===== src/rtl/capchk_pkg.sv =====
package capchk_pkg;

   typedef enum logic [3:0] {
      OP_LOAD      = 4'd0,
      OP_STORE     = 4'd1,
      OP_AMO       = 4'd2,
      OP_BLK_CLEAN = 4'd3,
      OP_BLK_FLUSH = 4'd4,
      OP_BLK_INVAL = 4'd5,
      OP_BLK_ZERO  = 4'd6,
      OP_PF_RD     = 4'd7,
      OP_PF_WR     = 4'd8
   } mem_op_e;

   typedef enum logic [2:0] {
      FK_NONE = 3'd0,
      FK_TAG  = 3'd1,
      FK_SEAL = 3'd2,
      FK_PERM = 3'd3,
      FK_LEN  = 3'd4
   } fault_kind_e;

   typedef struct packed {
      logic known;
      logic is_blk;
      logic is_pf;
      logic need_r;
      logic need_w;
      logic need_either;
      logic need_pcc;
      logic len_all_out;
      logic is_load;
      logic is_store;
   } op_class_t;

   function automatic op_class_t decode_op(input logic [3:0] op);
      op_class_t c;
      c = '0;
      c.known = 1'b1;
      unique case (op)
         OP_LOAD:      begin c.need_r = 1'b1; c.is_load = 1'b1; end
         OP_STORE:     begin c.need_w = 1'b1; c.is_store = 1'b1; end
         OP_AMO:       begin c.need_r = 1'b1; c.need_w = 1'b1; end
         OP_BLK_CLEAN,
         OP_BLK_FLUSH: begin c.is_blk = 1'b1; c.need_either = 1'b1; c.len_all_out = 1'b1; end
         OP_BLK_INVAL: begin c.is_blk = 1'b1; c.need_r = 1'b1; c.need_w = 1'b1; c.need_pcc = 1'b1; end
         OP_BLK_ZERO:  begin c.is_blk = 1'b1; c.need_w = 1'b1; end
         OP_PF_RD:     begin c.is_blk = 1'b1; c.is_pf = 1'b1; c.need_r = 1'b1; c.len_all_out = 1'b1; end
         OP_PF_WR:     begin c.is_blk = 1'b1; c.is_pf = 1'b1; c.need_w = 1'b1; c.len_all_out = 1'b1; end
         default:      c.known = 1'b0;
      endcase
      return c;
   endfunction

endpackage


===== src/rtl/capchk_prio.sv =====
module capchk_prio
   import capchk_pkg::*;
#(
   parameter int CHERI_CODE = 28
) (
   input  op_class_t   cls,
   input  logic        tag,
   input  logic        sealed,
   input  logic        auth_perm_fail,
   input  logic        pcc_perm_fail,
   input  logic        acc_in,
   input  logic        blk_all_in,
   input  logic        blk_overlap,
   input  logic        misaligned,
   input  logic        region_taggable,
   output logic        exc,
   output logic [4:0]  code,
   output logic [3:0]  cause,
   output logic        drop,
   output logic        strip
);

   logic        len_fail;
   fault_kind_e kind;
   logic        pcc_type;

   always_comb begin
      if (cls.is_blk)
         len_fail = cls.len_all_out ? ~blk_overlap : ~blk_all_in;
      else
         len_fail = ~acc_in;

      pcc_type = 1'b0;
      if (!tag)                 kind = FK_TAG;
      else if (sealed)          kind = FK_SEAL;
      else if (auth_perm_fail)  kind = FK_PERM;
      else if (pcc_perm_fail) begin
         kind     = FK_PERM;
         pcc_type = 1'b1;
      end
      else if (len_fail)        kind = FK_LEN;
      else                      kind = FK_NONE;

      exc   = 1'b0;
      code  = 5'd0;
      cause = 4'd0;
      drop  = 1'b0;
      strip = 1'b0;
      if (cls.known) begin
         if (cls.is_pf) begin
            drop = (kind != FK_NONE);
         end else if (kind != FK_NONE) begin
            exc   = 1'b1;
            code  = 5'(CHERI_CODE);
            cause = {pcc_type, kind};
         end else if (misaligned && cls.is_load) begin
            exc  = 1'b1;
            code = 5'd4;
         end else if (misaligned && cls.is_store) begin
            exc  = 1'b1;
            code = 5'd6;
         end
         strip = cls.is_load & ~region_taggable & ~exc;
      end
   end

endmodule


===== config.mk =====
export PLATFORM = sky130hd
export DESIGN_NAME = capchk_prio
export DESIGN_NICKNAME = d
export VERILOG_FILES = /design/src/rtl/capchk_pkg.sv /design/src/rtl/capchk_prio.sv
export SDC_FILE = /design/constraint.sdc
export NUM_CORES = 1
export LEC_CHECK = 0
export BUFFER_PORTS_ARGS = -buffer_cell sky130_fd_sc_hd__buf_4
export CORE_AREA = 2 2 39 41
export DETAILED_ROUTE_END_ITERATION = 12
export DIE_AREA = 0 0 41 43
export GPL_ROUTABILITY_DRIVEN = 0
export GPL_TIMING_DRIVEN = 0
export PLACE_DENSITY = 0.47
export SKIP_LAST_GASP = 1
export SLEW_MARGIN = 20
export SYNTH_ARGS = -nofsm -noshare
export SYNTH_HDL_FRONTEND = slang
export SYNTH_SLANG_ARGS = --single-unit

===== constraint.sdc =====
create_clock -name vclk -period 2.2
set_clock_uncertainty 0.15 [all_clocks]
set_input_delay 0.22 -clock vclk [all_inputs]
set_output_delay 0.22 -clock vclk [all_outputs]
set_load 0.02 [all_outputs]

After elaboration in Yosys (flattened, before gate mapping)

Index checks and enable logic that the tools add are counted.

Register bits after elaboration: 0
Bits of input ports: 19
Output and inout port bits: 12
Word-level logic and storage cells: 38

Mux-type cells: 28
Bitwise operators: 7
Reductions and logical operators: 3

Operators by type and width:

| cell                | number |
|---|---|
| $mux W3             | 7 |
| $mux W1             | 15 |
| $mux W5             | 3 |
| $mux W4             | 3 |
| $not A1 Y1          | 5 |
| $reduce_bool A3 Y1  | 1 |
| $and A1 B1 Y1       | 2 |
| $logic_and A1 B1 Y1 | 2 |

Logic depth before layout (Yosys ltp)

Word-level depth: 15
Gate-level depth with buffers: 4
Gate-level depth less buffers: 3

Worst setup path before layout

Ideal clock, no wire load.

Path type: input port to output port
Start point: in pcc_perm_fail
End point: out code[2]
Data arrival time: 1.489 ns
Required time: 1.830 ns
Path slack: 0.341 ns
Cell stages on the path: 4
Path buffers: 1
Path through: or4b_4 > a211oi_2 > a21oi_1 > buf_4

Cells in the longest elaborated chain, start to end: 8

Ends and longest elaborated chain:

| what               | RTL line          | text |
|---|---|---|
| start, declared    | capchk_prio.sv:10 | `input logic pcc_perm_fail,` |
| $mux W3            | capchk_prio.sv:37 | `else if (pcc_perm_fail) begin` |
| $mux W3            | capchk_prio.sv:36 | `else if (auth_perm_fail) kind = FK_PERM;` |
| $mux W3            | capchk_prio.sv:35 | `else if (sealed) kind = FK_SEAL;` |
| $mux W3            | capchk_prio.sv:34 | `if (!tag) kind = FK_TAG;` |
| $reduce_bool A3 Y1 | capchk_prio.sv:52 | `end else if (kind != FK_NONE) begin` |
| $mux W5            | capchk_prio.sv:52 |  |
| $mux W5            | capchk_prio.sv:50 | `if (cls.is_pf) begin` |
| $mux W5            | capchk_prio.sv:49 | `if (cls.known) begin` |
| end, declared      | capchk_prio.sv:17 | `output logic [4:0] code,` |

Every way passes these cells.

Worst setup path in the final report

Ends and elaborated chain as after synthesis.

==> flow_metrics.env <==
export IMPL_setup_viol=0
export IMPL_critPathTopFamily="simple AND/OR/NAND/NOR gates"
export IMPL_antenna_found_initial=0
export IMPL_antenna_left=0
export IMPL_slowest_delay_ns=0.53
export IMPL_final_cell_mix="buf_4, nor2_1, a21oi_1"
export IMPL_min_path_cells=3
export IMPL_p_per_area_nw_per_um2=174
export IMPL_max_cap_viol_count=0
export IMPL_fin_setup_tns_ns=0
export IMPL_die_y_um=43
export IMPL_drive_gt1_share_pct=61.1
export IMPL_wl_per_cell_um=8.76
export IMPL_slowest_stage="or4b_4"
export IMPL_io_pins=31
export IMPL_ys_warn_count=0
export IMPL_crit_top_cell="buf_4"
export IMPL_ir_worst_vdd_mv=0.0555
export IMPL_cp_max_fo=5
export IMPL_setup_ws_ns=0.152
export IMPL_nFlopsAndLatches=0
export IMPL_drt_wl_total_um=613
export IMPL_crit_buf_inv=3
export IMPL_drt_iter0_drc=1
export IMPL_synth_cells=28
export IMPL_track_usage_pct=6.39
export IMPL_fillCellCount=157
export IMPL_area_sequential_um2=0
export IMPL_period_share_pct=93.1
export IMPL_status="completed"
export IMPL_grt_pass1_vias=226
export IMPL_fmax_ghz=0.488
export IMPL_detail_route_first_pass_iterations=2
export IMPL_critPathArrivalTime_ns=1.68
export IMPL_min_delay_start="tag"
export IMPL_cts_hold_buffers_added=0
export IMPL_crit_required_ns=1.83
export IMPL_synthesis_area_um2=183
export IMPL_syn_to_final_growth_pct=118
export IMPL_pre_cts_ws_ns=0.130
export IMPL_rows=14
export IMPL_finalCriticalPeriod_ns=2.05
export IMPL_fp_dieW_um=41
export IMPL_die_area_um2=1760
export IMPL_avgSynthCellArea_um2=6.52
export IMPL_cts_setup_buffers=0
export IMPL_worstHoldPathType="input port to output pin"
export IMPL_synth_nets=47
export IMPL_leakagePower_uw=0.000208
export IMPL_p_total_uw=69.3
export IMPL_cts_resized_gates=0
export IMPL_maxSlewViolCount=0
export IMPL_diodes=0
export IMPL_port_buffer_count=26
export IMPL_hpwl_um=534
export IMPL_core_region_area_um2=1380
export IMPL_grt_first_pass_wirelength_um=841
export IMPL_path_class="input port to output pin"
export IMPL_whs_endpoint="cause[0]"
export IMPL_grt_overflow=0
export IMPL_nClkBuffers=0
export IMPL_start_util_pct=13.2
export IMPL_crit_path_start_kind="input port"
export IMPL_nNetsFinal=75
export IMPL_via_per_inst=4.14
export IMPL_seq_area_frac_synth_pct=0
export IMPL_hold_violations=0
export IMPL_grt_setup_unrepaired="false"
export IMPL_synth_cell_types=18
export IMPL_vias=290
export IMPL_layout_commonest_cell="buf_4"
export IMPL_cp_end_kind="output pin"
export IMPL_drc_errors=0
export IMPL_fin_util_pct=28.8
export IMPL_grt_start_max_net_pins=6
export IMPL_critical_path_cell_chain="buf_4 > or4b_4 > a211oi_2 > a21oi_1 > buf_4 > buf_4"
## layout make-up
| cell class | instances | area, um^2 | area share [%] |
|---|---|---|---|
| Timing Repair Buffer | 26 | 195 | 49.1 |
| Buffer | 3 | 22.5 | 5.66 |
| Tap cell | 16 | 20.0 | 5.03 |
| Multi-Input combinational cell | 25 | 160 | 40.3 |
## cells in the mapped netlist (all sizes together)
cell type | n | area share, %
nor3 | 2 | 5.5
buf | 3 | 12
nor2 | 5 | 10
o21ai | 1 | 2.7
and3 | 1 | 3.4
a211oi | 1 | 6.8
and4 | 1 | 5.5
a22o | 1 | 4.8
or4b | 1 | 7.5
o21bai | 1 | 4.1
nor2b | 1 | 3.4
conb | 1 | 2.1
o311a | 1 | 6.2
mux2i | 1 | 5.5
nand2b | 1 | 3.4
a21oi | 3 | 8.2
nand2 | 2 | 4.1
nor3b | 1 | 4.1
## through the flow
stage | hold slack, ns | area, um^2 | cells
2_1_floorplan | 0.412 | 183 | 28
3_3_place_gp | 0.595 | 398 | 70
3_5_place_dp | 0.593 | 398 | 70
4_1_cts | 0.596 | 398 | 70
5_1_grt | 0.616 | 398 | 70
6_report | 0.595 | 398 | 70
## report_power, final
| part | switching, uW | leakage [uW] | total, uW | internal, uW |
|---|---|---|---|---|
| combinational | 31.7 | 0.000208 | 69.3 | 37.6 |
| sequential | 0 | 0 | 0 | 0 |
| clock | 0 | 0 | 0 | 0 |
## cell families after synthesis
kind of cell	count (synthesis)	synth area share, %
simple gates	15	47.3
compound gates	8	32.9
buf+inv	3	12.3
mux	1	5.48
other cells	1	2.05
## worst max path at each step
stage	startpoint	to	slack, ns	cells after the start
finish	pcc_perm_fail	code[2]	0.15	6
floorplan	pcc_perm_fail	code[2]	0.34	4
detailed placement	pcc_perm_fail	code[2]	0.13	6
CTS	pcc_perm_fail	code[2]	0.13	6
global route	pcc_perm_fail	code[2]	0.03	6
global placement	pcc_perm_fail	code[2]	0.13	6
## layer usage
layer  GRT usage, %  wire, um  part of all wire [%]
met3              0        82                    13
met2           11.6       279                    46
met4              0         0                     0
met1           8.54       251                    41
met5              0         0                     0
Note: power is estimated with default switching activity, not from simulation.
